File: src/rtl/irq_pkg.sv
// Shared constants and helpers for the interrupt controller.
// Assumes exactly two banks of three sources each; bit layout is computed.
package irq_pkg;
    localparam int NSRC = 6;
    localparam int DW   = 8;
    localparam int HALF = NSRC / 2;
    localparam int IDXW = $clog2(NSRC);

    typedef enum logic [IDXW-1:0] {
        SRC_EXT0  = 3'd0,
        SRC_EXT1  = 3'd1,
        SRC_TMR0  = 3'd2,
        SRC_TMR1  = 3'd3,
        SRC_TBASE = 3'd4,
        SRC_RTC   = 3'd5
    } src_e;

    // Source served at a given priority rank (rank 0 wins).
    function automatic int rank_src(input int r);
        case (r)
            0: return int'(SRC_EXT0);
            1: return int'(SRC_TMR0);
            2: return int'(SRC_EXT1);
            3: return int'(SRC_TMR1);
            4: return int'(SRC_TBASE);
            default: return int'(SRC_RTC);
        endcase
    endfunction

    // Bank holding a source.
    function automatic int src_bank(input int s);
        return s / HALF;
    endfunction

    // Enable bit position: bank 0 is shifted up by one for the global enable.
    function automatic int en_bit(input int s);
        return (s < HALF) ? s + 1 : s - HALF;
    endfunction

    // Flag bit position: upper nibble in both banks.
    function automatic int flag_bit(input int s);
        return 4 + (s % HALF);
    endfunction
endpackage

File: src/rtl/irq_regs.sv
// Control register storage: global enable, per-source enables and flags.
// Assumes hw_set and ack_clr are one-cycle pulses; ack_clr is one-hot or zero.
// Priority per flag: request set > software write > acknowledge clear.
module irq_regs
    import irq_pkg::*;
#(
    parameter int N = NSRC,
    parameter int W = DW
) (
    input  logic         clk,
    input  logic         rst_n,
    input  logic         bank,
    input  logic         wr,
    input  logic [W-1:0] wdata,
    input  logic [N-1:0] hw_set,
    input  logic [N-1:0] ack_clr,
    input  logic         ack_take,
    input  logic         reti,
    output logic         glob_en,
    output logic [N-1:0] src_en,
    output logic [N-1:0] src_flag,
    output logic [W-1:0] rdata
);
    logic wr0;
    assign wr0 = wr && !bank;

    // Global enable: bank-0 write, then acknowledge clear, then reti set.
    always_ff @(posedge clk) begin
        if (!rst_n)        glob_en <= 1'b0;
        else if (wr0)      glob_en <= wdata[0];
        else if (ack_take) glob_en <= 1'b0;
        else if (reti)     glob_en <= 1'b1;
    end

    for (genvar s = 0; s < N; s++) begin : g_src
        localparam int BK = src_bank(s);
        localparam int EB = en_bit(s);
        localparam int FB = flag_bit(s);
        logic hit, en_q, fl_q;
        assign hit = wr && (int'(bank) == BK);

        // Per-source enable and request flag.
        always_ff @(posedge clk) begin
            if (!rst_n) begin
                en_q <= 1'b0;
                fl_q <= 1'b0;
            end else begin
                if (hit) en_q <= wdata[EB];
                if (hw_set[s])       fl_q <= 1'b1;
                else if (hit)        fl_q <= wdata[FB];
                else if (ack_clr[s]) fl_q <= 1'b0;
            end
        end
        assign src_en[s]   = en_q;
        assign src_flag[s] = fl_q;
    end

    // Read mux: assemble the selected bank, unused bits stay zero.
    always_comb begin
        rdata = '0;
        if (!bank) rdata[0] = glob_en;
        for (int s = 0; s < N; s++) begin
            if (src_bank(s) == int'(bank)) begin
                rdata[en_bit(s)]   = src_en[s];
                rdata[flag_bit(s)] = src_flag[s];
            end
        end
    end
endmodule

File: src/rtl/irq_arbiter.sv
// Fixed-priority picker over eligible sources.
// Assumes the rank order from irq_pkg::rank_src; outputs are combinational.
module irq_arbiter
    import irq_pkg::*;
#(
    parameter int N  = NSRC,
    parameter int IW = IDXW
) (
    input  logic [N-1:0]  req,
    output logic [N-1:0]  grant,
    output logic          valid,
    output logic [IW-1:0] idx
);
    // Walk ranks from highest priority, grant the first request found.
    always_comb begin
        grant = '0;
        valid = 1'b0;
        for (int r = 0; r < N; r++) begin
            if (!valid && req[rank_src(r)]) begin
                grant[rank_src(r)] = 1'b1;
                valid = 1'b1;
            end
        end
    end

    // Encode the granted source into its request index.
    always_comb begin
        idx = '0;
        for (int s = 0; s < N; s++)
            if (grant[s]) idx = IW'(s);
    end
endmodule

File: src/rtl/irq_ctrl.sv
// Interrupt controller top: latches six requests, gates them with enables,
// the global enable and return-stack status, and issues acknowledge + vector.
// Assumes the core pushes its PC and branches in the cycle irq_ack is high.
module irq_ctrl
    import irq_pkg::*;
(
    input  logic            clk,
    input  logic            rst_n,
    input  logic            reg_bank,
    input  logic            reg_wr,
    input  logic [DW-1:0]   reg_wdata,
    output logic [DW-1:0]   reg_rdata,
    input  logic [NSRC-1:0] irq_req,
    input  logic            stack_full,
    input  logic            reti,
    output logic            irq_ack,
    output logic [IDXW-1:0] irq_vec,
    output logic            irq_wake
);
    logic            glob_en;
    logic [NSRC-1:0] src_en, src_flag, eligible, grant;

    irq_regs #(.N(NSRC), .W(DW)) u_regs (
        .clk      (clk),
        .rst_n    (rst_n),
        .bank     (reg_bank),
        .wr       (reg_wr),
        .wdata    (reg_wdata),
        .hw_set   (irq_req),
        .ack_clr  (grant),
        .ack_take (irq_ack),
        .reti     (reti),
        .glob_en  (glob_en),
        .src_en   (src_en),
        .src_flag (src_flag),
        .rdata    (reg_rdata)
    );

    // Eligibility: flag, enable, global enable, and room on the stack.
    assign eligible = (glob_en && !stack_full) ? (src_flag & src_en) : '0;

    irq_arbiter #(.N(NSRC), .IW(IDXW)) u_arb (
        .req   (eligible),
        .grant (grant),
        .valid (irq_ack),
        .idx   (irq_vec)
    );

    assign irq_wake = |src_flag;
endmodule

File: config.mk
export PLATFORM = sky130hd
export DESIGN_NAME = irq_ctrl
export DESIGN_NICKNAME = d
export VERILOG_FILES = /design/src/rtl/irq_pkg.sv /design/src/rtl/irq_regs.sv /design/src/rtl/irq_arbiter.sv /design/src/rtl/irq_ctrl.sv
export SDC_FILE = /design/constraint.sdc
export NUM_CORES = 1
export LEC_CHECK = 0
export ABC_AREA = 1
export CAP_MARGIN = 10
export CORE_ASPECT_RATIO = 1.25
export CORE_MARGIN = 5
export CORE_UTILIZATION = 44
export CTS_BUF_LIST = sky130_fd_sc_hd__clkbuf_8
export DETAILED_ROUTE_END_ITERATION = 8
export PLACE_DENSITY = 0.81
export SYNTH_ARGS = -nofsm -noshare
export SYNTH_HDL_FRONTEND = slang
export SYNTH_SLANG_ARGS = --single-unit
File: constraint.sdc
create_clock -name clk -period 1.3 [get_ports clk]
set_input_delay 0.325 -clock clk [delete_from_list [all_inputs] [get_ports clk]]
set_output_delay 0.325 -clock clk [all_outputs]
set_load 0.005 [all_outputs]
* Word level (Yosys, flattened, before mapping)
Index checks and enable logic that the tools add are counted.
** Storage, ports and cells
- Memories kept :: 0
- Input port bits :: 20
- Memory bits (read-only) :: 0
- Logic and storage cells :: 126
- Flip-flop bits (word level) :: 13
- Latch bits :: 0
- Bits in writable memories :: 0
** Cells by class
- Shifts and indexed selects :: 0
- Bitwise gates (word level) :: 7
- Equal/unequal tests :: 0
- Add/sub/neg operators :: 0
- $mul :: 0
- Muxes and demuxes :: 64
- Divide/modulo/power cells :: 0
- Reduce and logical (&&, ||, !) cells :: 30
- $lt $le $gt $ge :: 12
** Operators by type and width (number)
- 32-bit by 1-bit >= comparator with 1-bit output, second input constant :: 6
- 32-bit by 5-bit less-than comparator with 1-bit output, second input constant :: 6
- 32-bit two-way mux :: 6
- 6-bit two-way mux :: 7
- 1-bit two-way mux :: 41
- 6-bit OR :: 5
- 3-bit nonzero test :: 7
- 1-bit demux with 3-bit select :: 6
- 1-bit logical AND :: 15
- 1-bit logical NOT :: 7
- 6-bit bitwise AND :: 1
- 3-bit two-way mux :: 2
- 6-bit OR reduction :: 1
- 2-bit two-way mux :: 2
- 1-bit inverter :: 1

* Logic depth before layout (Yosys ltp)
Gate-level depths: netlist of the first run.
- Depth after elaboration :: 30
- Depth in mapped cells :: 8

* By module
From an unflattened synthesis of the first run, not the netlist that was laid out.
** Second synthesis, totals
- Cell total of the unflattened synthesis :: 159
- Area total of the unflattened synthesis :: 934.6 µm²
** By module, submodules not included
- irq_regs :: area an instance 759.5 µm², cells an instance 120, instances 1
- irq_arbiter :: area an instance 103.8 µm², cells an instance 21, instances 1
- irq_ctrl :: area an instance 71.3 µm², cells an instance 18, instances 1

* Least setup slack after synthesis of the first run
No wires, ideal clock.
- Path type :: flip-flop to output port
- Start point :: register u_regs.glob_en
- End point :: output port irq_vec[2]
- Path slack :: 82 ps
- Arrival :: 893 ps
- Buffers on the path :: 0
- Stages on the path, launching flop included :: 8
- Cells stage by stage :: dfxtp_1 inv_2 nor2_4 nand2_2 nand3_1 nor2_2 nand2_2 nand2_1
** Between the ends
- Cells in the longest elaborated chain, start to end :: 20
- Elaborated cells between the ends (all ways) :: 30
- Classes of those cells :: mux (14); bitwise (5); reduce/logical (11)
** RTL lines
- start, declared :: line irq_regs.sv:19 : output logic glob_en,
- start signal, assigned :: line irq_regs.sv:30 : else if (wr0) glob_en <= wdata[0];
- 1-bit logical AND (*) :: line irq_ctrl.sv:40 : assign eligible = (glob_en && !stack_full) ? (src_flag & src_en) : '0;
- 6-bit two-way mux (*) :: line irq_ctrl.sv:40
- 1-bit two-way mux :: line irq_arbiter.sv:19 : if (!valid && req[rank_src(r)]) begin
- 1-bit logical NOT :: line irq_arbiter.sv:19
- 1-bit logical AND :: line irq_arbiter.sv:19
- 1-bit two-way mux :: line irq_arbiter.sv:19
- 1-bit logical NOT :: line irq_arbiter.sv:19
- 1-bit logical AND :: line irq_arbiter.sv:19
- [4 not listed]
- 1-bit logical NOT :: line irq_arbiter.sv:19
- 1-bit logical AND :: line irq_arbiter.sv:19
- 1-bit two-way mux :: line irq_arbiter.sv:19
- 1-bit logical NOT :: line irq_arbiter.sv:19
- 1-bit logical AND :: line irq_arbiter.sv:19
- 6-bit two-way mux (*) :: line irq_arbiter.sv:19
- 3-bit two-way mux :: line irq_arbiter.sv:30 : if (grant[s]) idx = IW'(s);
- 3-bit two-way mux (*) :: line irq_arbiter.sv:30
- end, declared :: line irq_ctrl.sv:17 : output logic [IDXW-1:0] irq_vec,
Mark *: on every way between the ends. The rest lies on a longest branch, timed or not.

* Final worst setup path of the first run
- Start point :: register u_regs.glob_en
- End point :: output port irq_vec[0]
** Between the ends
- Cells in the longest elaborated chain, start to end :: 23
- Elaborated cells between the ends (all ways) :: 33
- Classes of those cells :: mux (17); bitwise (5); reduce/logical (11)
** RTL lines (line)
- 1-bit logical AND (*) :: irq_ctrl.sv:40
- 6-bit two-way mux (*) :: irq_ctrl.sv:40
- 1-bit two-way mux :: irq_arbiter.sv:19
- 1-bit logical NOT :: irq_arbiter.sv:19
- 1-bit logical AND :: irq_arbiter.sv:19
- 1-bit two-way mux :: irq_arbiter.sv:19
- 1-bit logical NOT :: irq_arbiter.sv:19
- 1-bit logical AND :: irq_arbiter.sv:19
- [6 not listed]
- 1-bit two-way mux :: irq_arbiter.sv:19
- 1-bit logical NOT :: irq_arbiter.sv:19
- 1-bit logical AND :: irq_arbiter.sv:19
- 6-bit two-way mux (*) :: irq_arbiter.sv:19
- 1-bit two-way mux :: irq_arbiter.sv:30
- 2-bit two-way mux (2 in series) :: irq_arbiter.sv:30
- 3-bit two-way mux :: irq_arbiter.sv:30
- 3-bit two-way mux (*) :: irq_arbiter.sv:30
Marked as above.

==> flow_summary.json, run 1 <==
{
  "grt_pass1_vias": 1291,
  "holdPathStages": 2,
  "drive_gt1_frac": 0.588,
  "dr.pass1.iters": 5,
  "reg2reg_from": "u_regs.glob_en",
  "dieArea_um2": 2820,
  "final_area_um2": 1680,
  "nNetsFinal": 225,
  "grt_max_degree": 9,
  "syn2layout_area_growth_pct": 106,
  "combPwrFrac": 0.343,
  "internal-power_w": 0.000857,
  "syn_nets": 147,
  "initialDrtViolationCount": 130,
  "maxCapViolCount": 0,
  "slew_viol_final": 0,
  "n_antenna_cell": 0,
  "place.gp.congestion": 0.930,
  "yosysSeqAreaShare": 0.319,
  "numCtsBuffers": 3,
  "cts_root_buf": "clkbuf_8",
  "hold_end": "u_regs.g_src[2].en_q",
  "cp-end-kind": "output pin",
  "syn_area_um2": 817,
  "fillers": 44,
  "start_util": 0.463,
  "drc": 0,
  "swShare": 0.343,
  "synth_cell_types": 22,
  "htreeDepth": 1,
  "reg2reg_depth": 9,
  "synth_top_area_frac": 0.319,
  "numPortBuffers": 30,
  "arrival_ns": 1.53,
  "r2r-end": "u_regs.g_src[3].fl_q",
  "final_core_util": 0.952,
  "io_pins": 33,
  "pwr-share-seq": 0.363,
  "grt_pass1_wl_mm": 5.95,
  "hp-class": "register to register",
  "dp_hpwl_mm": 2.17,
  "regArea_um2": 280,
  "placed_cell_area_um2": 1360,
  "grtUsageTotal": 0.264,
  "design.core.area_um2": 1770,
  "crit_path_start_kind": "register",
  "finalSetupViolations": 18,
  "p_leak_nw": 0.862,
  "path_max_fanout": 5,
  "max_freq_ghz": 0.538,
  "gr-total-overflow": 0,
  "clock-sinks": 13,
  "period_minus_slack_ns": 1.86,
  "synthCells": 127,
  "clk_latency_ns": 0.25,
  "avgSynthCellArea_um2": 6.43,
  "die_h_um": 58.2,
  "wl_mm": 5.71,
  "synth_top_area_cell": "dfxtp_1",
  "via_per_inst": 6.45,
  "grt.busiest_layer": "met2",
  "critPathRequiredTime_ns": 0.98,
  "num_rows": 17,
  "multi_input_area_um2": 619,
  "hp-start": "u_regs.g_src[2].en_q",
  "via_count": 1438,
  "synth_seq_cells": 13,
  "fin_ws_ns": -0.559,
  "hold_viol": 0,
  "holdWs_ns": 0.524,
  "critical_path_class": "register to output pin",
  "outcome": "finished, violations left",
  "yosys-top-cells-area": "dfxtp_1 32%, nor2_1 11%, nand2_1 10%",
  "clockPowerShare": 0.295,
  "dieWidth_um": 48.5,
  "met1_usage": 0.278,
  "clockBufferDepth": 2,
  "ant_nets": 0,
  "power.net_switching_w": 0.000448,
  "cts_tree": "built",
  "ir_worst_vdd_mv": 1.20,
  "violations": "negative setup slack",
  "synth_warnings": 0,
  "path_clk_slew_ns": 0.06,
  "antenna_found_initial": 0,
  "rsz0062_at_grt": "yes",
  "regToRegSetupSlack_ns": -0.34,
  "met3_usage": 0.0617,
  "period_share": 1.43,
  "skew_ns": 0.000819,
  "p_per_area_nw_per_um2": 776,
  "met2_usage": 0.491,
  "wl_per_cell_um": 25.6
}
[sequential cells by signal, summed over array words and instances (netlist names)]
name,flops
u_regs.g_src.fl_q,6
u_regs.glob_en,1
u_regs.g_src.en_q,6
[cells in the mapped netlist (all sizes together)]
cell	number
a21oi	5
a31oi	1
buf	2
conb	1
dfxtp	13
inv	20
nand2	26
nand3	11
nand4	3
nor2	29
nor4	1
o21ai	12
o21bai	3
[critical path: stages, from the launching register on]
cell and delay (ns):
dfxtp_2 0.35, inv_2 0.06, nor2_4 0.21, nand3_2 0.17
inv_2 0.13, buf_6 0.11, nand2_4 0.06, nand3_2 0.07
buf_2 0.11
[layer usage]
layer / vias up / wire length [µm]
met2: 163 / 2630
li1: 555 / -
met3: 70 / 603
met4: 0 / 640
met5: - / 0
met1: 650 / 1840
[logic make-up (layout without fill, tap and decap cells)]
| family | Yosys count | count (layout) | synth area share |
|---|---|---|---|
| AO/OA/AOI/OAI | 21 | 21 | 0.149 |
| buffers and inverters | 22 | 99 | 0.115 |
| flip-flops | 13 | 13 | 0.319 |
| other | 1 | 1 | 0.00459 |
| AND/OR/NAND/NOR | 70 | 70 | 0.413 |
[worst max-delay path by stage]
stage          cells after the start      startpoint  slack, ns          to
2_1_floorplan                      7  u_regs.glob_en       0.08  irq_vec[2]
3_3_place_gp                       8      stack_full      -0.96  irq_vec[0]
3_5_place_dp                       8      stack_full      -0.99  irq_vec[0]
4_1_cts                            8  u_regs.glob_en      -0.40  irq_vec[1]
5_1_grt                            8  u_regs.glob_en      -0.60  irq_vec[0]
6_report                           8  u_regs.glob_en      -0.56  irq_vec[0]
[area by class of cell]
cell class / count / area share
clock inverters: 1 / 0.00298
inverters: 20 / 0.0477
repair inverters: 1 / 0.00447
flip-flops and latches: 13 / 0.167
repair buffers: 74 / 0.371
well taps: 19 / 0.0141
clock buffers: 3 / 0.0246
multi-input cells: 92 / 0.369
[placed cells by master (no fill, tap or decap), drive strengths merged, types with 3 or more instances in the layout]
| cell type | netlist | routed |
|---|---|---|
| clkdlybuf4s50 | 0 | 15 |
| buf | 2 | 56 |
| nor2 | 29 | 29 |
| dfxtp | 13 | 13 |
| nand4 | 3 | 3 |
| o21ai | 12 | 12 |
| nand2 | 26 | 26 |
| inv | 20 | 20 |
| o21bai | 3 | 3 |
| a21oi | 5 | 5 |
| nand3 | 11 | 11 |
| clkbuf | 0 | 4 |
[power groups by stage]
stage / clock network, W / logic [W] / registers, W
floorplan: 0 / 0.000117 / 0.000458
global placement: 0 / 0.000304 / 0.000460
detailed placement: 0 / 0.000312 / 0.000461
CTS: 0.000366 / 0.000334 / 0.000460
global route: 0.000388 / 0.000462 / 0.000473
finish: 0.000384 / 0.000447 / 0.000473
[metrics by stage]
| stage | cells | total power [W] | setup slack [ns] | setup TNS [ns] |
|---|---|---|---|---|
| floorplan | 127 | 0.000575 | 0.0820 | 0 |
| global placement | 206 | 0.000763 | -0.959 | -13.30 |
| detailed placement | 206 | 0.000773 | -0.992 | -13.79 |
| CTS | 219 | 0.00116 | -0.399 | -1.91 |
| global route | 223 | 0.00132 | -0.601 | -4.76 |
| finish | 223 | 0.00130 | -0.559 | -4.22 |
[what timing repair did]
| action | 4_1_cts | 5_1_grt |
|---|---|---|
| setup buffers | 8 | 6 |
| pin swaps | 13 | 15 |
| hold buffers | 0 | 0 |
| endpoints found under the setup margin | 25 | 23 |
| cloned | 1 | 0 |
| resized for setup | 93 | 39 |
Note: power is estimated with default switching activity, not from simulation.
==> run 2: changes to the inputs <==
- SKIP_CTS_REPAIR_TIMING: not set -> 1
==> flow_summary.json, run 2 (synthesized netlist as in run 1, its figures left out) <==
{
  "hp-start": "u_regs.g_src[2].en_q",
  "placed_cell_area_um2": 1360,
  "p_per_area_nw_per_um2": 804,
  "layout_common_cells": "28 x buf_4, 23 x nor2_1, 17 x nand2_1",
  "num_rows": 17,
  "crit_path_start_kind": "register",
  "period_share": 1.33,
  "cts_tree": "built",
  "stdcell_count": 212,
  "drc": 0,
  "final_area_um2": 1460,
  "critical_path_class": "register to output pin",
  "design.core.area_um2": 1770,
  "dp_cells": 206,
  "path_cells": "inv_2 > nor2_4 > nand3_2 > inv_2 > nand2_2 > nand3_1 > clkbuf_2",
  "finalSetupViolations": 6,
  "final_common_cell": "buf_4",
  "reg_top3": "u_regs.g_src.en_q: 6 flops, u_regs.g_src.fl_q: 6 flops, u_regs.glob_en: 1 flops",
  "grt.busiest_layer": "met2",
  "path_clk_slew_ns": 0.06,
  "gr-total-overflow": 0,
  "skew_ns": 0.000964,
  "place.gp.congestion": 0.930,
  "grt_max_degree": 10,
  "numPortBuffers": 30,
  "via_per_inst": 5.32,
  "ant_nets": 0,
  "via_count": 1127,
  "ir_worst_vdd_mv": 0.707,
  "rsz0062_at_grt": "yes",
  "r2r-end": "u_regs.g_src[2].fl_q",
  "n_antenna_cell": 0,
  "hold_viol": 0,
  "dieArea_um2": 2820,
  "grtUsageTotal": 0.205,
  "dr.pass1.iters": 4,
  "outcome": "finished, violations left",
  "arrival_ns": 1.40,
  "cp-end-kind": "output pin",
  "crit_start": "u_regs.glob_en",
  "antenna_found_initial": 0,
  "die_h_um": 58.2,
  "wl_per_cell_um": 15.3,
  "met2_usage": 0.396,
  "slowest_delay_ns": 0.36,
  "nNetsFinal": 214,
  "regToRegSetupSlack_ns": 0,
  "clk_latency_ns": 0.25,
  "io_pins": 33,
  "hold_end": "u_regs.g_src[2].en_q",
  "met1_usage": 0.213,
  "htreeDepth": 1,
  "clockBufferDepth": 2,
  "cts_root_buf": "clkbuf_8",
  "dieWidth_um": 48.5,
  "dp_hpwl_mm": 2.17,
  "clock-sinks": 13,
  "grt_pass1_wl_mm": 4.71,
  "hp-class": "register to register",
  "violations": "negative setup slack",
  "reg2reg_from": "u_regs.glob_en",
  "reg2reg_depth": 8,
  "met3_usage": 0.0283,
  "critPathRequiredTime_ns": 0.98,
  "drive_gt1_frac": 0.487,
  "path_max_fanout": 5,
  "syn2layout_area_growth_pct": 78.6,
  "maxCapViolCount": 0,
  "grt_pass1_vias": 1132,
  "cp_common_cell": "inv_2",
  "p_leak_nw": 0.747,
  "fillers": 119,
  "holdPathStages": 2,
  "cp_slowest_cell": "dfxtp_2",
  "fin_ws_ns": -0.427,
  "max_freq_ghz": 0.579,
  "start_util": 0.463,
  "slew_viol_final": 0,
  "numCtsBuffers": 3,
  "wl_mm": 3.24,
  "initialDrtViolationCount": 40,
  "period_minus_slack_ns": 1.73
}
-- run 2: how the worst max path moves through the flow --
| stage | to | depth (start not counted) |
|---|---|---|
| 2_1_floorplan | irq_vec[2] | 7 |
| 6_report | irq_vec[0] | 7 |
| 3_3_place_gp | irq_vec[0] | 8 |
| 3_5_place_dp | irq_vec[0] | 8 |
| 4_1_cts | irq_vec[0] | 8 |
| 5_1_grt | irq_vec[0] | 7 |
-- run 2: per-stage QoR --
step	setup slack, ns	total power, W	setup TNS (ns)	util	hold slack, ns
finish	-0.427	0.00117	-1.72	0.826	0.510
global route	-0.466	0.00123	-2.40	0.826	0.539
CTS	-1.03	0.00113	-11.08	0.798	0.496
detailed placement	-0.992	0.000773	-13.79	0.772	0.485
global placement	-0.959	0.000763	-13.30	0.772	0.463
floorplan	0.0820	0.000575	0	-	0.444
-- run 2: cell type report --
| type | instances | area [µm²] | share of cell area |
|---|---|---|---|
| Multi-Input combinational cell | 92 | 514 | 0.352 |
| Timing Repair Buffer | 63 | 513 | 0.352 |
| Sequential cell | 13 | 277 | 0.190 |
| Inverter | 20 | 77.6 | 0.0532 |
| Clock buffer | 3 | 41.3 | 0.0283 |
| Tap cell | 19 | 23.8 | 0.0163 |
| Timing Repair inverter | 1 | 7.51 | 0.00515 |
| Clock inverter | 1 | 5.00 | 0.00343 |
-- run 2: worst max-delay path, delay by kind of cell, from the launching register on --
kind | cells | cell delay, ns
AND/OR/NAND/NOR | 4 | 0.49
buffers and inverters | 3 | 0.30
flip-flops | 1 | 0.36
-- run 2: metal layers --
metal,up-vias,routed length [µm]
met5,-,0
met1,523,1190
met2,52,1760
met4,0,133
li1,536,-
met3,16,160
-- run 2: power by group --
part           switching, W  internal, W  leakage [nW]
Sequential        0.0000300     0.000433         0.111
Clock              0.000166     0.000212        0.0255
Combinational      0.000153     0.000178         0.610
Total              0.000350     0.000824         0.747
==> run 3: changes to the inputs <==
- CORE_MARGIN: 5 -> not set
- CTS_BUF_LIST: sky130_fd_sc_hd__clkbuf_8 -> sky130_fd_sc_hd__clkbuf_4 sky130_fd_sc_hd__clkbuf_8
==> flow_summary.json, run 3 (synthesized netlist as in run 1, its figures left out) <==
{
  "outcome": "finished, violations left",
  "violations": "negative setup slack",
  "setup-tns-final_ns": -4.82,
  "arrival_ns": 1.63,
  "grt_pass1_vias": 1011,
  "grt_pass1_wl_mm": 4.07,
  "hold_viol": 0,
  "slew_viol_final": 0,
  "start_util": 0.468,
  "htreeDepth": 1,
  "path_cells": "inv_4 > nor2_4 > nand3_2 > inv_2 > nor2_4 > nand2_2 > nand2_1 > clkbuf_2",
  "cp-end-kind": "output pin",
  "clockPowerShare": 0.242,
  "combPwrFrac": 0.364,
  "cp_num_buf_inv": 3,
  "critPathRequiredTime_ns": 0.98,
  "finalSetupViolations": 18,
  "clockBufferDepth": 2,
  "cp_common_cell": "nor2_4",
  "swShare": 0.356,
  "reg_top3": "u_regs.g_src.en_q: 6 flops, u_regs.g_src.fl_q: 6 flops, u_regs.glob_en: 1 flops",
  "hp-class": "register to register",
  "period_minus_slack_ns": 1.95,
  "drc": 0,
  "wl_mm": 4.84,
  "slowest_delay_ns": 0.39,
  "crit_path_start_kind": "register",
  "gr-total-overflow": 0,
  "cts_tree": "built",
  "layout_common_cells": "29 x buf_4, 23 x nor2_1, 16 x clkdlybuf4s50_1",
  "grtUsageTotal": 0.290,
  "grt_max_degree": 9,
  "p_per_area_nw_per_um2": 717,
  "final_common_cell": "buf_4",
  "fin_ws_ns": -0.654,
  "n_antenna_cell": 0,
  "rsz0062_at_grt": "yes",
  "skew_ns": 0.00325,
  "period_share": 1.50,
  "place.gp.congestion": 0.912,
  "nNetsFinal": 223,
  "cts_root_buf": "clkbuf_4",
  "initialDrtViolationCount": 140,
  "pwr-share-seq": 0.394,
  "crit_family": "simple AND/OR/NAND/NOR gates",
  "die_h_um": 50.2,
  "holdWs_ns": 0.525,
  "path_clk_slew_ns": 0.10,
  "maxCapViolCount": 0,
  "design.core.area_um2": 1740,
  "dieWidth_um": 40.5,
  "cp_slowest_cell": "dfxtp_4",
  "power.net_switching_w": 0.000421,
  "ant_nets": 0,
  "wl_per_cell_um": 21.9,
  "p_leak_nw": 0.852,
  "clk_latency_ns": 0.30,
  "max_freq_ghz": 0.512,
  "num_rows": 17,
  "dr.pass1.iters": 5,
  "path_max_fanout": 5,
  "critical_path_class": "register to output pin",
  "internal-power_w": 0.000761,
  "ir_worst_vdd_mv": 1.09,
  "fillers": 56,
  "syn2layout_area_growth_pct": 102,
  "dieArea_um2": 2030,
  "antenna_found_initial": 0,
  "dp_hpwl_mm": 2.11,
  "io_pins": 33,
  "numCtsBuffers": 3,
  "drive_gt1_frac": 0.574,
  "clock-sinks": 13,
  "via_per_inst": 6.06,
  "via_count": 1339,
  "numPortBuffers": 30
}
-- run 3: cell types whose count changed in the layout (fill, tap and decap cells not counted), sizes merged --
| cell | previous run | this run |
|---|---|---|
| clkdlybuf4s50 | 15 | 16 |
| buf | 38 | 47 |
| clkbuf | 11 | 10 |
| clkinvlp | 1 | 0 |
| dlymetal6s2s | 2 | 3 |
-- run 3: cell type report --
class                      count  area, µm²  area share
timing repair buffer          73        628       0.381
multi-input combinational     92        607       0.368
sequential                    13        282       0.171
inverter                      20       80.1      0.0486
tap                           19       23.8      0.0144
clock buffer                   3       22.5      0.0137
clock inverter                 1       5.00     0.00304
-- run 3: worst reg2reg max path, stage by stage (launching register included) --
cell	delay (ns)
dfxtp_4	0.39
inv_4	0.05
nor2_4	0.24
nand3_2	0.15
inv_2	0.12
buf_6	0.12
nand2_4	0.06
buf_4	0.14
buf_4	0.13
a31oi_4	0.13
nor2_1	0.06
-- run 3: per-layer routing --
| metal | track usage | vias up | part of all wire |
|---|---|---|---|
| met5 | 0 | - | 0 |
| met4 | 0.122 | 0 | 0.079 |
| met3 | 0.0354 | 47 | 0.10 |
| met2 | 0.500 | 131 | 0.49 |
| met1 | 0.337 | 612 | 0.33 |
| li1 | - | 549 | - |
-- run 3: metrics by stage --
stage / instance area, µm² / total power, W / worst slack (ns) / util / cells
after global routing: 1650 / 0.00120 / -0.736 / 0.945 / 221
final: 1650 / 0.00118 / -0.654 / 0.945 / 221
after floorplan: 817 / 0.000575 / 0.0820 / - / 127
after detailed placement: 1360 / 0.000773 / -1.01 / 0.781 / 206
after global placement: 1360 / 0.000762 / -0.952 / 0.781 / 206
after CTS: 1390 / 0.00104 / -1.04 / 0.797 / 210
-- run 3: power by group through the flow --
stage	Combinational, W	Sequential (W)	Clock (W)
3_5_place_dp	0.000313	0.000460	0
6_report	0.000431	0.000466	0.000286
4_1_cts	0.000315	0.000450	0.000272
3_3_place_gp	0.000304	0.000458	0
5_1_grt	0.000449	0.000466	0.000287
2_1_floorplan	0.000117	0.000458	0
-- run 3: path summary, 6_finish.rpt --
check | startpoint | to | slack (ns) | cells past startpoint
setup / recovery | u_regs.glob_en | irq_vec[2] | -0.65 | 8
hold / removal | u_regs.g_src[2].en_q | u_regs.g_src[2].en_q | 0.52 | 2
setup reg to reg | u_regs.glob_en | u_regs.g_src[3].fl_q | -0.40 | 10
hold reg to reg | u_regs.g_src[2].en_q | u_regs.g_src[2].en_q | 0.52 | 2
